## config.mk

```make
export PLATFORM = sky130hd
export DESIGN_NAME = prd_walker
export DESIGN_NICKNAME = d
export VERILOG_FILES = /design/src/rtl/prd_pkg.sv /design/src/rtl/prd_decode.sv /design/src/rtl/prd_beat_size.sv /design/src/rtl/prd_table_guard.sv /design/src/rtl/prd_walker.sv
export SDC_FILE = /design/constraint.sdc
export NUM_CORES = 1
export LEC_CHECK = 0
export BUFFER_PORTS_ARGS = -buffer_cell sky130_fd_sc_hd__buf_2
export CAP_MARGIN = 20
export CORE_UTILIZATION = 55
export CTS_BUF_LIST = sky130_fd_sc_hd__clkbuf_4 sky130_fd_sc_hd__clkbuf_8
export CTS_CLUSTER_DIAMETER = 80
export DETAILED_ROUTE_END_ITERATION = 8
export MAX_ROUTING_LAYER = met4
export PLACE_DENSITY = 0.84
export SLEW_MARGIN = 10
export SYNTH_ARGS = -nofsm -noshare
export SYNTH_HDL_FRONTEND = slang
export SYNTH_SLANG_ARGS = --single-unit
```

## constraint.sdc

```tcl
create_clock -name clk -period 9.5 [get_ports clk]
set_input_delay 0.95 -clock clk [delete_from_list [all_inputs] [get_ports clk]]
set_output_delay 0.95 -clock clk [all_outputs]
set_load 0.005 [all_outputs]
```

## src/rtl/prd_pkg.sv

```systemverilog
// Shared types and constants for the descriptor-walking DMA engine.
package prd_pkg;
    typedef enum logic [2:0] {
        ST_IDLE,
        ST_CHECK,
        ST_FREQ,
        ST_FWAIT,
        ST_MREQ,
        ST_MWAIT
    } walk_st_t;

    localparam int unsigned DESC_BYTES = 8;
    localparam int unsigned BEAT_MAX   = 4;
    localparam int unsigned LEN_W      = 17;
endpackage

```

## src/rtl/prd_decode.sv

```systemverilog
// Count-word decoder. Turns the low half and the top flag of a descriptor
// count word into a region length and a last-descriptor flag.
// Assumes: caller passes count bits [15:0] and bit 31 separately.
module prd_decode
    import prd_pkg::*;
(
    input  logic [15:0]      cnt_lo,
    input  logic             cnt_flag,
    output logic [LEN_W-1:0] len,
    output logic             last
);
    logic [15:0] even_cnt;

    // Drop bit 0 and map a zero length to the 64 KiB maximum.
    always_comb begin
        even_cnt = cnt_lo & 16'hFFFE;
        if (even_cnt == 16'd0) len = LEN_W'(32'h1_0000);
        else                   len = LEN_W'(even_cnt);
        last = cnt_flag;
    end
endmodule

```

## src/rtl/prd_beat_size.sv

```systemverilog
// Beat sizer. Picks the byte count of the next data beat as the smallest
// of the beat limit, the bytes owed to the device and the region bytes left.
// Assumes: only used when both counts are nonzero.
module prd_beat_size
    import prd_pkg::*;
#(
    parameter int unsigned CNT_W = 20
) (
    input  logic [CNT_W-1:0] dev_rem,
    input  logic [LEN_W-1:0] reg_len,
    output logic [2:0]       beat
);
    // Three-way minimum, narrowed to the beat width.
    always_comb begin
        beat = 3'(BEAT_MAX);
        if (dev_rem < CNT_W'(BEAT_MAX)) beat = 3'(dev_rem);
        if (reg_len < LEN_W'(beat))     beat = 3'(reg_len);
    end
endmodule

```

## src/rtl/prd_table_guard.sv

```systemverilog
// End-of-table detector. Reports the table as used up when the current
// region is empty and either the last flag was seen or the fetch pointer
// has moved a full page past the table base.
// Assumes: fetch_ptr never falls below base (it only grows from it).
module prd_table_guard
    import prd_pkg::*;
#(
    parameter int unsigned PAGE_BYTES = 4096
) (
    input  logic [31:0]      fetch_ptr,
    input  logic [31:0]      base,
    input  logic             last_seen,
    input  logic [LEN_W-1:0] reg_len,
    output logic             exhausted
);
    logic [31:0] walked;

    // Distance walked and the combined stop condition.
    always_comb begin
        walked    = fetch_ptr - base;
        exhausted = (reg_len == '0) &&
                    (last_seen || (walked >= 32'(PAGE_BYTES)));
    end
endmodule

```

## src/rtl/prd_walker.sv

```systemverilog
// Descriptor-table scatter-gather DMA engine (top).
// Walks 8-byte descriptors from memory and moves device bytes to or from
// the regions they name, in beats of up to 4 bytes, one memory request
// outstanding at a time.
// Assumes: the device can always supply (dev_take) or accept (dev_push)
// a beat in the cycle it is signalled; read data returns in order.
module prd_walker
    import prd_pkg::*;
#(
    parameter int unsigned CNT_W      = 20,
    parameter int unsigned PAGE_BYTES = 4096
) (
    input  logic             clk,
    input  logic             rst_n,
    input  logic             go,
    input  logic             rewind,
    input  logic             to_mem,
    input  logic [31:0]      table_base,
    input  logic [CNT_W-1:0] dev_count,
    input  logic [31:0]      dev_wdata,
    output logic             dev_take,
    output logic             dev_push,
    output logic [31:0]      dev_rdata,
    output logic [2:0]       dev_nbytes,
    output logic             mem_req,
    output logic             mem_we,
    output logic [31:0]      mem_addr,
    output logic [2:0]       mem_nbytes,
    output logic [31:0]      mem_wdata,
    input  logic             mem_ready,
    input  logic             mem_rvalid,
    input  logic [31:0]      mem_rdata,
    output logic             busy,
    output logic             done,
    output logic             eot,
    output logic             underrun
);
    localparam logic [31:0] DESC_STEP = 32'(DESC_BYTES);
    localparam logic [31:0] WORD_STEP = 32'(DESC_BYTES / 2);

    walk_st_t         state;
    logic [31:0]      base_q;
    logic [31:0]      fetch_ptr;
    logic [31:0]      reg_addr;
    logic [LEN_W-1:0] reg_len;
    logic             reg_last;
    logic [CNT_W-1:0] dev_rem;
    logic             dir_q;
    logic             word_sel;
    logic [2:0]       beat_q;

    logic [LEN_W-1:0] dec_len;
    logic             dec_last;
    logic [2:0]       beat;
    logic             exhausted;

    prd_decode u_decode (
        .cnt_lo   (mem_rdata[15:0]),
        .cnt_flag (mem_rdata[31]),
        .len      (dec_len),
        .last     (dec_last)
    );

    prd_beat_size #(.CNT_W(CNT_W)) u_beat (
        .dev_rem (dev_rem),
        .reg_len (reg_len),
        .beat    (beat)
    );

    prd_table_guard #(.PAGE_BYTES(PAGE_BYTES)) u_guard (
        .fetch_ptr (fetch_ptr),
        .base      (base_q),
        .last_seen (reg_last),
        .reg_len   (reg_len),
        .exhausted (exhausted)
    );

    // Memory and device side outputs decoded from the walk state.
    always_comb begin
        mem_req    = (state == ST_FREQ) || (state == ST_MREQ);
        mem_we     = (state == ST_MREQ) && dir_q;
        mem_addr   = (state == ST_FREQ) ? (fetch_ptr + (word_sel ? WORD_STEP : 32'd0))
                                        : reg_addr;
        mem_nbytes = (state == ST_FREQ) ? 3'(BEAT_MAX) : beat;
        mem_wdata  = dev_wdata;
        dev_take   = (state == ST_MREQ) && dir_q && mem_ready;
        dev_push   = (state == ST_MWAIT) && mem_rvalid;
        dev_rdata  = mem_rdata;
        dev_nbytes = (state == ST_MWAIT) ? beat_q : beat;
        busy       = (state != ST_IDLE);
    end

    // Walk sequencer: start, descriptor fetch, data beats and end pulses.
    always_ff @(posedge clk) begin
        if (!rst_n) begin
            state     <= ST_IDLE;
            base_q    <= '0;
            fetch_ptr <= '0;
            reg_addr  <= '0;
            reg_len   <= '0;
            reg_last  <= 1'b0;
            dev_rem   <= '0;
            dir_q     <= 1'b0;
            word_sel  <= 1'b0;
            beat_q    <= '0;
            done      <= 1'b0;
            eot       <= 1'b0;
            underrun  <= 1'b0;
        end else begin
            done     <= 1'b0;
            eot      <= 1'b0;
            underrun <= 1'b0;
            case (state)
                ST_IDLE: begin
                    if (go) begin
                        base_q    <= table_base & ~32'h3;
                        fetch_ptr <= table_base & ~32'h3;
                        dev_rem   <= dev_count;
                        dir_q     <= to_mem;
                        reg_addr  <= '0;
                        reg_len   <= '0;
                        reg_last  <= 1'b0;
                        word_sel  <= 1'b0;
                        state     <= ST_CHECK;
                    end else if (rewind) begin
                        fetch_ptr <= base_q;
                        dir_q     <= to_mem;
                        reg_addr  <= '0;
                        reg_len   <= '0;
                        reg_last  <= 1'b0;
                        word_sel  <= 1'b0;
                        state     <= ST_CHECK;
                    end
                end
                ST_CHECK: begin
                    if (dev_rem == '0) begin
                        done  <= 1'b1;
                        eot   <= exhausted;
                        state <= ST_IDLE;
                    end else if (reg_len == '0) begin
                        if (exhausted) begin
                            eot      <= 1'b1;
                            underrun <= 1'b1;
                            state    <= ST_IDLE;
                        end else begin
                            word_sel <= 1'b0;
                            state    <= ST_FREQ;
                        end
                    end else begin
                        state <= ST_MREQ;
                    end
                end
                ST_FREQ: begin
                    if (mem_ready) state <= ST_FWAIT;
                end
                ST_FWAIT: begin
                    if (mem_rvalid) begin
                        if (!word_sel) begin
                            reg_addr <= mem_rdata;
                            word_sel <= 1'b1;
                            state    <= ST_FREQ;
                        end else begin
                            reg_len   <= dec_len;
                            reg_last  <= dec_last;
                            fetch_ptr <= fetch_ptr + DESC_STEP;
                            word_sel  <= 1'b0;
                            state     <= ST_CHECK;
                        end
                    end
                end
                ST_MREQ: begin
                    if (mem_ready) begin
                        reg_addr <= reg_addr + 32'(beat);
                        reg_len  <= reg_len - LEN_W'(beat);
                        dev_rem  <= dev_rem - CNT_W'(beat);
                        beat_q   <= beat;
                        state    <= dir_q ? ST_CHECK : ST_MWAIT;
                    end
                end
                ST_MWAIT: begin
                    if (mem_rvalid) state <= ST_CHECK;
                end
                default: state <= ST_IDLE;
            endcase
        end
    end
endmodule

```

==> results, run 1 <==
- The part of the Yosys area used for sequential elements is 0.244.
- At the placement stage, the worst setup path has a slack of 4.19 ns.
- In this run, placement finished with an instance count of 1951.
- In this run, synthesis produced a sequential element count of 141.
- Summing over every cut layer, the via total after detailed routing is 12900.
- The total inserted antenna cells is 0.
- The cell area after layout is 0.0124 mm^2.
- The DRC violation total after the first TritonRoute iteration is 1490.
- TritonCTS created 17 clock buffers.
- The max-cap check violation count is 0.
- The largest single stage delay on the critical path is 0.67 ns.
- The worst path meets setup with 3.94 ns of slack.
- The initial utilization of the core area, before any placement, comes to 0.567.
- The critical path is of the reg2reg type.
- For the pin with the worst max-slew slack, the measured transition is 1.15 ns.
- The remaining antenna violation count after routing is 0.
- The height of the die is 147 um.
- The commonest register cell after synthesis is sky130_fd_sc_hd__dfxtp_1.
- For this block, the routed nets add up to 38300 um of wire.
- The number of antenna violations at the first check in global routing is 0.
- In this run the clock root is driven by a sky130_fd_sc_hd__clkbuf_8.
- Counting instances in the post-synthesis netlist gives the leading cell types as 245 x sky130_fd_sc_hd__nand2_1, 186 x sky130_fd_sc_hd__a21oi_1, 165 x sky130_fd_sc_hd__nor2_1, 141 x sky130_fd_sc_hd__dfxtp_1, 109 x sky130_fd_sc_hd__o21ai_0.
- The cell with the biggest individual delay on the critical path is sky130_fd_sc_hd__o21ai_0.
- The layout overhead on the synthesized area is 7.22%.
- The count of cells resized by post-cts repair is 0.
- The number of buffers and inverters on the critical path is 1.
- The depth of the CTS H-tree is 4.
- The number of buffers inserted for hold repair after clock tree synthesis is 0.
- The number of buffers inserted by post-CTS setup repair is 0.
- The number of different library cells in the post-synthesis netlist is 87.
- Counting every net in the synthesized netlist gives 1835.
- Across all hold checks on the routed design, the worst slack comes to 0.461 ns.
- The worst hold path begins at base_q[15].
- The final setup violation count is 0.
- The destination of the critical timing path is reg_addr[27].
- The layout net count is 1868.
- From left edge to right edge, the die measures 147 um.
- The number of hold-slack violations in the final timing report is 0.
- At the worst endpoint, the required time is 9.85 ns.
- The area of the die is 0.0216 mm^2.
- STA classifies the critical path endpoint as a register.
- Traced cell by cell, the critical path runs through nor4_1, and2_1, nand3_1, ha_1, and4bb_2, o31ai_1, nand2_1, o21ai_0, inv_1, ha_1, a31oi_1, nand2b_1, a21oi_1, a31oi_1, o21ai_0, o311ai_0.
- Clock latency on the worst-skew pair, taken at its later pin, is 0.48 ns.
- After synthesis, the mean cell area works out to 6.94 um^2.
- In this run the cell area of the synthesized design comes to 0.0116 mm^2.
- Entering global routing, the biggest net connects 63 pins.
- In this run the number of cells on the critical path is 16.
- Across all register-to-register paths, the minimum setup slack is 3.94 ns.
- The number of sinks on the clock net is 141.
- After detailed routing, the number of remaining DRC violations is 0.
- The clock tree from TritonCTS is built.
- In this run the critical register-to-register path is launched from dev_rem[4].
- The number of warnings issued by yosys is 0.
- The core region area is 0.0204 mm^2.
- Setup repair after global routing left no endpoint under its margin.
- The power density of the placed cells is 172 mW/mm^2.
- The placed wire-length estimate is 27400 um.
- Summed over all cells, the static leakage comes to 4.96 nW.
- The total overflow left after global routing is 0.
- On the final layout, the worst clock skew is 0.0129 ns.
- The depth of the worst register-to-register path is 16.
- The proportion of synthesized flip-flops having asynchronous set or reset is 0.
- In the routed layout, each cell is associated on average with a via count of 6.50.
- The largest total area in the synthesized netlist belongs to sky130_fd_sc_hd__dfxtp_1.
- 233 I/O pins were placed.
- The maximum VDD drop is 0.000101 V.
- The launching instance or port of the critical path is dev_rem[4].
- The first TritonRoute pass finished after 6 iterations.
- The final estimated routing congestion in global placement is 1.00.
- The shortest clock period the worst path allows after layout is 5.56 ns.
- In this run, synthesis inferred 0 flip-flops with an integrated enable.
- The finished layout holds 1984 standard cells, fillers aside.
- The signal arrival time at the worst endpoint is 5.91 ns.
- The average detailed-routed wire length per instance is 19.3 um.
- The global-route total usage across every layer is 0.358.
- The run finished with clean final reports.
- The number of buffers added on ports is 166.
- The worst flop-to-flop path endpoint is reg_addr[27].
- The CTS clock-pin slew for the worst setup and hold paths is 0.10 ns.
- The instance area at placement is 0.0120 mm^2.
- The maximum clock frequency is 180 MHz.
- The global-route wire length before repair is 60300 um.
- The proportion of layout cells with a drive suffix above 1 is 0.146.
- The share of synthesized area in the top cell type comes to 0.244.
- The clock passes through at most 2 buffers.
- Along the worst hold path, the cell count comes to 2.
- The total negative setup slack is 0 ns.
- The sort of element at the start of the critical path is a register.
- Sorting the synthesized cells by area gives the leading types as sky130_fd_sc_hd__dfxtp_1 24%, sky130_fd_sc_hd__a21oi_1 8.0%, sky130_fd_sc_hd__nand2_1 7.9%.
- The kind of cell with the highest combined delay along the critical path is compound AO/OA/AOI/OAI gates.
- The library cell with the highest instance count after synthesis is sky130_fd_sc_hd__nand2_1.
- The share of the clock period used by the worst path is 0.585.
- The largest fanout of any net on the critical path is 8.
- The number of max-slew violations in the final report is 0.
- The worst hold path belongs to the class reg2reg.
- The number of global-route vias before repair was 11500.
- The floorplan has 52 rows.
- The max-slew headroom at the worst pin is 0.232.
- The gate count after technology mapping is 1668.
## worst reg2reg max path, stage by stage, from the launching register on
cell,delay (ns)
sky130_fd_sc_hd__dfxtp_1,0.37
sky130_fd_sc_hd__nor4_1,0.60
sky130_fd_sc_hd__and2_1,0.34
sky130_fd_sc_hd__nand3_1,0.28
sky130_fd_sc_hd__ha_1,0.37
sky130_fd_sc_hd__and4bb_2,0.26
sky130_fd_sc_hd__o31ai_1,0.15
sky130_fd_sc_hd__nand2_1,0.26
sky130_fd_sc_hd__o21ai_0,0.67
sky130_fd_sc_hd__inv_1,0.21
sky130_fd_sc_hd__ha_1,0.48
sky130_fd_sc_hd__a31oi_1,0.14
sky130_fd_sc_hd__nand2b_1,0.25
sky130_fd_sc_hd__a21oi_1,0.61
sky130_fd_sc_hd__a31oi_1,0.16
sky130_fd_sc_hd__o21ai_0,0.16
sky130_fd_sc_hd__o311ai_0,0.14
## power breakdown
| part | internal, W | leakage, nW | switching [W] |
|---|---|---|---|
| clock | 0.000221 | 0.195 | 0.000294 |
| sequential | 0.000635 | 1.15 | 0.0000604 |
| combinational | 0.000340 | 3.62 | 0.000589 |
## worst min-delay path by stage
| stage | endpoint |
|---|---|
| after global placement | base_q[4] |
| after floorplan | reg_last |
| after detailed placement | base_q[29] |
| after global routing | base_q[4] |
| after CTS | base_q[15] |
| final | base_q[15] |
## per-layer routing
layer | global-route usage | wire [um]
met5 | - | 0
met1 | 0.488 | 16200
met4 | 0.132 | 1210
met3 | 0.0460 | 4100
met2 | 0.538 | 16800
## cells by family after synthesis
kind of cell	Yosys count	share of synthesized area
AO/OA/AOI/OAI	513	0.279
XOR/XNOR	44	0.0333
adder cells (fa/ha/maj)	44	0.0482
buffers and inverters	223	0.0937
flip-flops	141	0.244
multiplexers	32	0.0282
AND/OR/NAND/NOR	671	0.273
## stage by stage
stage          total power, W  utilization
4_1_cts               0.00211        0.606
6_report              0.00214        0.607
3_3_place_gp          0.00159        0.587
3_5_place_dp          0.00160        0.587
2_1_floorplan         0.00138            -
5_1_grt               0.00226        0.607
## flip-flops by register name, indices dropped and copies added (netlist names), 3 cells and up
register	count
reg_addr	32
base_q	30
fetch_ptr	30
dev_rem	20
reg_len	17
beat_q	3
state	3
## layout by cell type (no fill, tap or decap), types with 14 or more instances in the layout
| cell | netlist | final |
|---|---|---|
| sky130_fd_sc_hd__ha_1 | 43 | 43 |
| sky130_fd_sc_hd__nand2_1 | 245 | 244 |
| sky130_fd_sc_hd__o22ai_1 | 16 | 16 |
| sky130_fd_sc_hd__nor2_1 | 165 | 165 |
| sky130_fd_sc_hd__nand4_1 | 19 | 19 |
| sky130_fd_sc_hd__nor3_1 | 56 | 55 |
| sky130_fd_sc_hd__a21o_1 | 14 | 14 |
| sky130_fd_sc_hd__xor2_1 | 26 | 26 |
| sky130_fd_sc_hd__dfxtp_1 | 141 | 141 |
| sky130_fd_sc_hd__buf_4 | 64 | 15 |
| sky130_fd_sc_hd__mux2i_1 | 27 | 27 |
| sky130_fd_sc_hd__a211oi_1 | 15 | 15 |
| sky130_fd_sc_hd__xnor2_1 | 18 | 18 |
| sky130_fd_sc_hd__and3_1 | 26 | 25 |
| sky130_fd_sc_hd__o211ai_1 | 20 | 20 |
| sky130_fd_sc_hd__inv_1 | 54 | 54 |
| sky130_fd_sc_hd__o21ai_0 | 109 | 109 |
| sky130_fd_sc_hd__clkbuf_8 | 0 | 17 |
| sky130_fd_sc_hd__a21oi_1 | 186 | 185 |
| sky130_fd_sc_hd__a31oi_1 | 22 | 22 |
| sky130_fd_sc_hd__nand3_1 | 49 | 49 |
| sky130_fd_sc_hd__and2_1 | 18 | 17 |
| sky130_fd_sc_hd__buf_2 | 0 | 166 |
| sky130_fd_sc_hd__a22oi_1 | 23 | 23 |
| sky130_fd_sc_hd__nor4_1 | 23 | 23 |
## cell type report
class	count	area [um^2]
well taps	270	338
repair buffers	182	963
flip-flops and latches	141	2820
inverters	55	208
clock inverters	14	149
fillers	1916	8020
multi-input cells	1304	7690
clock buffers	18	241
No activity file was read; power rests on OpenSTA's default activity.
==> inputs of run 2 (changes only) <==
- clock period: 9.5 -> 5.5 ns (I/O delays scaled with it)
==> run 2 against run 1 <==
  * Clock power is 65% higher
  * Sequential cell count unchanged
  * Clock-buffer cell count grew 2
  * Register-to-register slack worse by 3.4 ns
  * First-iteration DRC count is 3.8% lower
  * Wire length shrank 0.65%
  * Hold slack worse by 0.17 ns
  * Critical path type unchanged
==> results, run 2 (synthesis results as in run 1) <==
- Setup repair after global routing missed its margin: no (unchanged).
- The proportion of layout cells with a drive suffix above 1 is 0.147 (was 0.146).
- The placed wire-length estimate came to 27200 um (was 27400 um).
- The DRC violation count after routing is 0 (unchanged).
- The post-route clock skew is 0.0171 ns (was 0.0129 ns).
- The signal arrival time at the worst endpoint is 5.31 ns (was 5.91 ns).
- The layout net count is 1870 (was 1868).
- The row count was 52 (unchanged).
- The max-slew headroom at the worst pin is 0.292 (was 0.232).
- The I/O pin count came to 233 (unchanged).
- The clock tree from TritonCTS is built (unchanged).
- Outcome: finished clean (unchanged).
- The initial core utilization is 0.567 (unchanged).
- The final-layout worst hold slack was 0.295 ns (was 0.461 ns).
- The total grt overflow is 0 (unchanged).
- The combinational share of power is 0.439 (was 0.434).
- The total inserted antenna cells is 0 (unchanged).
- The worst endpoint required time was 5.84 ns (was 9.85 ns).
- The root buffer selected by CTS is sky130_fd_sc_hd__clkbuf_8 (unchanged).
- The number of buffers added on ports was 166 (unchanged).
- The depth of the CTS H-tree is 4 (unchanged).
- The x dimension of the die is 147 um (unchanged).
- The register with the most flip-flops was reg_addr (unchanged).
- The buffer levels on the longest clock path is 2 (unchanged).
- The type of the most critical hold path is in2reg (was reg2reg).
- The number of buffers inserted for hold repair after clock tree synthesis is 0 (unchanged).
- The share of the clock period used by the worst path is 0.904 (was 0.585).
- The global-route total usage across every layer is 0.356 (was 0.358).
- The max-cap check violation count is 0 (unchanged).
- The power density of the placed cells came to 295 mW/mm^2 (was 172 mW/mm^2).
- The internal cell power was 0.00208 W (was 0.00120 W).
- The switching portion of total power is 0.432 (was 0.441).
- The detailed-routing iteration count for the pre-antenna-repair pass is 6 (unchanged).
- The shortest clock period the worst path allows after layout is 4.97 ns (was 5.56 ns).
- The area of the die is 0.0216 mm^2 (unchanged).
- The total negative setup slack was 0 ns (unchanged).
- The count of cells resized by post-cts repair is 0 (unchanged).
- The latest clock arrival within the worst-skew pair is 0.47 ns (was 0.48 ns).
- The number of max-slew violations in the final report is 0 (unchanged).
- The average detailed-routed wire length per instance is 19.2 um (was 19.3 um).
- The transition time at the pin with the least slew margin is 1.06 ns (was 1.15 ns).
- The number of buffers inserted by post-CTS setup repair was 0 (unchanged).
- The overall routed net length came to 38000 um (was 38300 um).
- The core region area is 0.0204 mm^2 (unchanged).
- The CTS clock-pin slew for the worst setup and hold paths is 0.09 ns (was 0.10 ns).
- The final estimated routing congestion in global placement is 0.976 (was 1.00).
- The number of hold-slack violations in the final timing report is 0 (unchanged).
- The critical path endpoint category is a register (unchanged).
- The standby leakage power is 4.97 nW (was 4.96 nW).
- The number of global-route vias before repair was 11400 (was 11500).
- The number of antenna violations at the first check in global routing is 0 (unchanged).
- The net switching power is 0.00158 W (was 0.000943 W).
- The share of total power in sequential cells was 0.328 (was 0.325).
- The height of the die is 147 um (unchanged).
- The number of flip-flops under the largest register name is 32 (unchanged).
- The largest fanout of any net on the critical path is 8 (unchanged).
- The global-route wire length before repair is 59900 um (was 60300 um).
- The power share of the clock group is 0.232 (was 0.241).
- The utilization after layout was 0.608 (was 0.607).
- The sort of element at the start of the critical path is a register (unchanged).
- The number of vias per cell after detailed routing came to 6.45 (was 6.50).
- The remaining antenna violation count after routing is 0 (unchanged).
- The most frequent standard cell in the layout excluding fill and tap cells is sky130_fd_sc_hd__nand2_1 (unchanged).
- Highest-count cells in the layout ignoring fill and taps: 244 x sky130_fd_sc_hd__nand2_1, 185 x sky130_fd_sc_hd__a21oi_1, 166 x sky130_fd_sc_hd__buf_2 (unchanged).
- Top Registers: reg_addr x32, base_q x30, fetch_ptr x30 (unchanged).
- The number of buffers created by CTS came to 17 (unchanged).
- The number of sinks on the clock net is 141 (unchanged).
- The overall via count from detail_route is 12800 (was 12900).
- The kind of critical path is reg2reg (unchanged).
- The maximum VDD drop came to 0.000156 V (was 0.000101 V).
- The final setup violation count is 0 (unchanged).
- The largest net degree at the start of global routing is 73 (was 63).
- The layout overhead on the synthesized area was 7.26% (was 7.22%).
- The DRC violation total after the first TritonRoute iteration came to 1433 (was 1490).
- The maximum clock frequency is 201 MHz (was 180 MHz).
## run 2: power by group through the flow
stage,Clock [W],Sequential [W],Combinational [W]
2_1_floorplan,0,0.00118,0.00121
6_report,0.000850,0.00120,0.00161
4_1_cts,0.000854,0.00120,0.00157
5_1_grt,0.000893,0.00121,0.00176
3_5_place_dp,0,0.00122,0.00156
3_3_place_gp,0,0.00122,0.00154
## run 2: layout make-up
cell class	count	area, um^2
clock buffer	20	269
clock inverter	12	111
fill	1943	8020
inverter	55	208
multi-input combinational	1304	7690
sequential	141	2820
tap	270	338
timing repair buffer	184	978
## run 2: final timing paths
check | from | endpoint | slack [ns] | depth (start not counted)
max | dev_rem[4] | reg_addr[27] | 0.53 | 17
min | mem_rdata[24] | reg_addr[24] | 0.30 | 3
max reg2reg | dev_rem[4] | reg_addr[27] | 0.53 | 17
min reg2reg | base_q[15] | base_q[15] | 0.46 | 2
## run 2: per-stage QoR
| stage | setup WS (ns) | area (um^2) | std cells | power (W) |
|---|---|---|---|---|
| after floorplan | 1.34 | 11600 | 1668 | 0.00239 |
| after global placement | 0.773 | 12000 | 1953 | 0.00275 |
| after detailed placement | 0.664 | 12000 | 1953 | 0.00278 |
| after CTS | 0.636 | 12400 | 1985 | 0.00362 |
| after global routing | 0.174 | 12400 | 1986 | 0.00387 |
| final | 0.526 | 12400 | 1986 | 0.00366 |
## run 2: routing by layer
layer  track usage  vias up  wire (um)
met5             -        -          0
met4         0.160        0       1530
met3        0.0683      105       3950
met2         0.519      754      16300
met1         0.476     5894      16300
li1              -     6049          -
## run 2: worst max-delay path, stage by stage (launching register included)
cell and delay, ns:
sky130_fd_sc_hd__dfxtp_1 0.37, sky130_fd_sc_hd__nor4_1 0.29, sky130_fd_sc_hd__buf_4 0.17, sky130_fd_sc_hd__and2_1 0.25, sky130_fd_sc_hd__nand3_1 0.28, sky130_fd_sc_hd__ha_1 0.36, sky130_fd_sc_hd__and4bb_2 0.25, sky130_fd_sc_hd__o31ai_1 0.15
sky130_fd_sc_hd__nand2_1 0.26, sky130_fd_sc_hd__o21ai_0 0.44, sky130_fd_sc_hd__inv_1 0.14, sky130_fd_sc_hd__ha_1 0.45, sky130_fd_sc_hd__a31oi_1 0.14, sky130_fd_sc_hd__nand2b_1 0.24, sky130_fd_sc_hd__a21oi_1 0.58, sky130_fd_sc_hd__a31oi_1 0.16
sky130_fd_sc_hd__o21ai_0 0.16, sky130_fd_sc_hd__o311ai_0 0.14
==> inputs of run 3 (changes only) <==
- CTS_BUF_LIST: sky130_fd_sc_hd__clkbuf_4 sky130_fd_sc_hd__clkbuf_8 -> sky130_fd_sc_hd__clkbuf_4
- SLEW_MARGIN: 10 -> 20
==> run 3 against run 2 <==
  * Wire length is essentially flat
  * Register-to-register slack about the same
  * Non-clock buffer count shrank 1
  * Cell area shrank 1.1%
  * Clock power shrank 21%
  * Global-route usage about the same
  * Die area unchanged
  * Hold slack got worse by 0.13 ns
  * Clock-buffer cell count shrank 2
  * Via count grew 0.47%
  * Utilization decreased by 0.70 points
  * Combinational power hardly changed
  * Largest cell class unchanged
  * Largest power group unchanged
==> results, run 3 (synthesis results as in run 1) <==
- The depth of the CTS H-tree is 4 (unchanged).
- The height of the die is 147 um (unchanged).
- The global-route total usage across every layer is 0.357 (was 0.356).
- The area of the die is 0.0216 mm^2 (unchanged).
- The maximum VDD drop is 0.000145 V (was 0.000156 V).
- The number of global-route vias before repair was 11500 (was 11400).
- The critical path endpoint category is a register (unchanged).
- The signal arrival time at the worst endpoint is 5.45 ns (was 5.31 ns).
- The switching portion of total power came to 0.449 (was 0.432).
- The power share of the clock group is 0.193 (was 0.232).
- The number of antenna violations at the first check in global routing is 1 (was 0).
- The row count came to 52 (unchanged).
- The minimum setup slack among reg-to-reg paths is 0.52 ns (was 0.53 ns).
- The final estimated routing congestion in global placement is 0.976 (unchanged).
- The number of buffers added on ports is 166 (unchanged).
- The detailed-routing iteration count for the pre-antenna-repair pass is 6 (unchanged).
- The utilization after layout is 0.601 (was 0.608).
- Top Registers: reg_addr x32, base_q x30, fetch_ptr x30 (unchanged).
- The overall routed net length was 38000 um (about the same).
- The most frequent standard cell in the layout excluding fill and tap cells is sky130_fd_sc_hd__nand2_1 (unchanged).
- The sort of element at the start of the critical path is a register (unchanged).
- The worst-case setup slack after placement is 0.664 ns (unchanged).
- The initial core utilization is 0.567 (unchanged).
- The maximum clock frequency is 201 MHz (about the same).
- Setup repair after global routing missed its margin: no (unchanged).
- The combinational share of power is 0.461 (was 0.439).
- The number of filler instances in the final layout is 1971 (was 1943).
- The post-route clock skew is 0.0270 ns (was 0.0171 ns).
- The final-layout worst hold slack is 0.164 ns (was 0.295 ns).
- The cell area after layout is 0.0123 mm^2 (was 0.0124 mm^2).
- The final setup violation count is 0 (unchanged).
- The instance area at placement is 0.0120 mm^2 (unchanged).
- The remaining antenna violation count after routing came to 0 (unchanged).
- The max-cap check violation count is 0 (unchanged).
- The max-slew headroom at the worst pin is 0.280 (was 0.292).
- The multi-input logic area was 0.00769 mm^2 (about the same).
- The count of cells resized by post-cts repair is 0 (unchanged).
- The number of hold-slack violations in the final timing report came to 0 (unchanged).
- The number of max-slew violations in the final report is 0 (unchanged).
- The type of the most critical hold path is in2reg (unchanged).
- Highest-count cells in the layout ignoring fill and taps: 244 x sky130_fd_sc_hd__nand2_1, 185 x sky130_fd_sc_hd__a21oi_1, 166 x sky130_fd_sc_hd__buf_2 (unchanged).
- The internal cell power came to 0.00192 W (was 0.00208 W).
- The register with the most flip-flops is reg_addr (unchanged).
- The buffer levels on the longest clock path is 2 (unchanged).
- The worst endpoint required time was 5.97 ns (was 5.84 ns).
- The latest clock arrival within the worst-skew pair is 0.60 ns (was 0.47 ns).
- The share of the clock period used by the worst path is 0.905 (was 0.904).
- The global-route wire length before repair is 60000 um (was 59900 um).
- The largest net degree at the start of global routing is 73 (unchanged).
- The DRC violation total after the first TritonRoute iteration was 1263 (was 1433).
- The number of flip-flops under the largest register name was 32 (unchanged).
- The layout overhead on the synthesized area is 6.03% (was 7.26%).
- The CTS clock-pin slew for the worst setup and hold paths is 0.14 ns (was 0.09 ns).
- The total grt overflow is 0 (unchanged).
- The I/O pin count is 233 (unchanged).
- Outcome: finished clean (unchanged).
- The number of buffers created by CTS was 17 (unchanged).
- The shortest clock period the worst path allows after layout is 4.98 ns (was 4.97 ns).
- The number of vias per cell after detailed routing is 6.48 (was 6.45).
- The flip-flop and latch area is 0.00282 mm^2 (unchanged).
- The total negative setup slack is 0 ns (unchanged).
- The number of buffers inserted by post-CTS setup repair is 0 (unchanged).
- The net switching power was 0.00156 W (was 0.00158 W).
- The placed wire-length estimate is 27200 um (unchanged).
- The clock tree from TritonCTS is built (unchanged).
- The layout net count came to 1869 (was 1870).
- The root buffer selected by CTS was sky130_fd_sc_hd__clkbuf_4 (was sky130_fd_sc_hd__clkbuf_8).
- The overall via count from detail_route is 12900 (was 12800).
- The transition time at the pin with the least slew margin is 1.08 ns (was 1.06 ns).
- The largest fanout of any net on the critical path is 8 (unchanged).
- The number of buffers inserted for hold repair after clock tree synthesis was 0 (unchanged).
- The share of total power in sequential cells came to 0.345 (was 0.328).
- The x dimension of the die is 147 um (unchanged).
- The average detailed-routed wire length per instance came to 19.2 um (about the same).
- The kind of critical path is reg2reg (unchanged).
- The standby leakage power is 4.90 nW (was 4.97 nW).
- The final setup slack of the worst path is 0.524 ns (was 0.526 ns).
- The proportion of layout cells with a drive suffix above 1 is 0.145 (was 0.147).
- The power density of the placed cells came to 284 mW/mm^2 (was 295 mW/mm^2).
- The DRC violation count after routing is 0 (unchanged).
- The core region area was 0.0204 mm^2 (unchanged).
- The number of sinks on the clock net came to 141 (unchanged).
==> run 3: cell type report <==
type	instances	share of cell area
Sequential cell	141	0.230
Clock buffer	18	0.0110
Timing Repair Buffer	183	0.0781
Clock inverter	14	0.00969
Multi-Input combinational cell	1304	0.627
Antenna cell	1	0.000204
Tap cell	270	0.0275
Inverter	55	0.0169
==> run 3: path summary, 6_finish.rpt <==
path,startpoint,endpoint,cells past startpoint
worst max-delay path,dev_rem[4],reg_addr[27],17
worst min-delay path,mem_rdata[24],reg_addr[24],3
worst max register to register,dev_rem[4],reg_addr[27],17
worst min register to register,base_q[15],base_q[15],2
==> run 3: critical path, cell delays in order (launching register included) <==
cell and delay, ns:
sky130_fd_sc_hd__dfxtp_1 0.38, sky130_fd_sc_hd__nor4_1 0.29, sky130_fd_sc_hd__buf_4 0.17, sky130_fd_sc_hd__and2_1 0.25, sky130_fd_sc_hd__nand3_1 0.29, sky130_fd_sc_hd__ha_1 0.36, sky130_fd_sc_hd__and4bb_2 0.25, sky130_fd_sc_hd__o31ai_1 0.15
sky130_fd_sc_hd__nand2_1 0.26, sky130_fd_sc_hd__o21ai_0 0.44, sky130_fd_sc_hd__inv_1 0.14, sky130_fd_sc_hd__ha_1 0.46, sky130_fd_sc_hd__a31oi_1 0.14, sky130_fd_sc_hd__nand2b_1 0.24, sky130_fd_sc_hd__a21oi_1 0.57, sky130_fd_sc_hd__a31oi_1 0.16
sky130_fd_sc_hd__o21ai_0 0.16, sky130_fd_sc_hd__o311ai_0 0.14
==> run 3: metal layers <==
layer | track usage | routed length (um) | vias to the layer above
li1 | - | - | 6056
met1 | 0.478 | 15900 | 5907
met2 | 0.521 | 16400 | 786
met3 | 0.0634 | 4340 | 113
met4 | 0.159 | 1440 | 0
met5 | - | 0 | -
==> run 3: power groups by stage <==
stage | combinational [W] | sequential (W) | clock [W]
2_1_floorplan | 0.00121 | 0.00118 | 0
3_3_place_gp | 0.00154 | 0.00122 | 0
3_5_place_dp | 0.00156 | 0.00122 | 0
4_1_cts | 0.00157 | 0.00120 | 0.000674
5_1_grt | 0.00176 | 0.00121 | 0.000715
6_report | 0.00161 | 0.00120 | 0.000673
==> run 3: per-stage QoR <==
step	instances	power [W]
global placement	1953	0.00275
CTS	1985	0.00344
finish	1986	0.00348
global route	1986	0.00369
floorplan	1668	0.00239
detailed placement	1953	0.00278
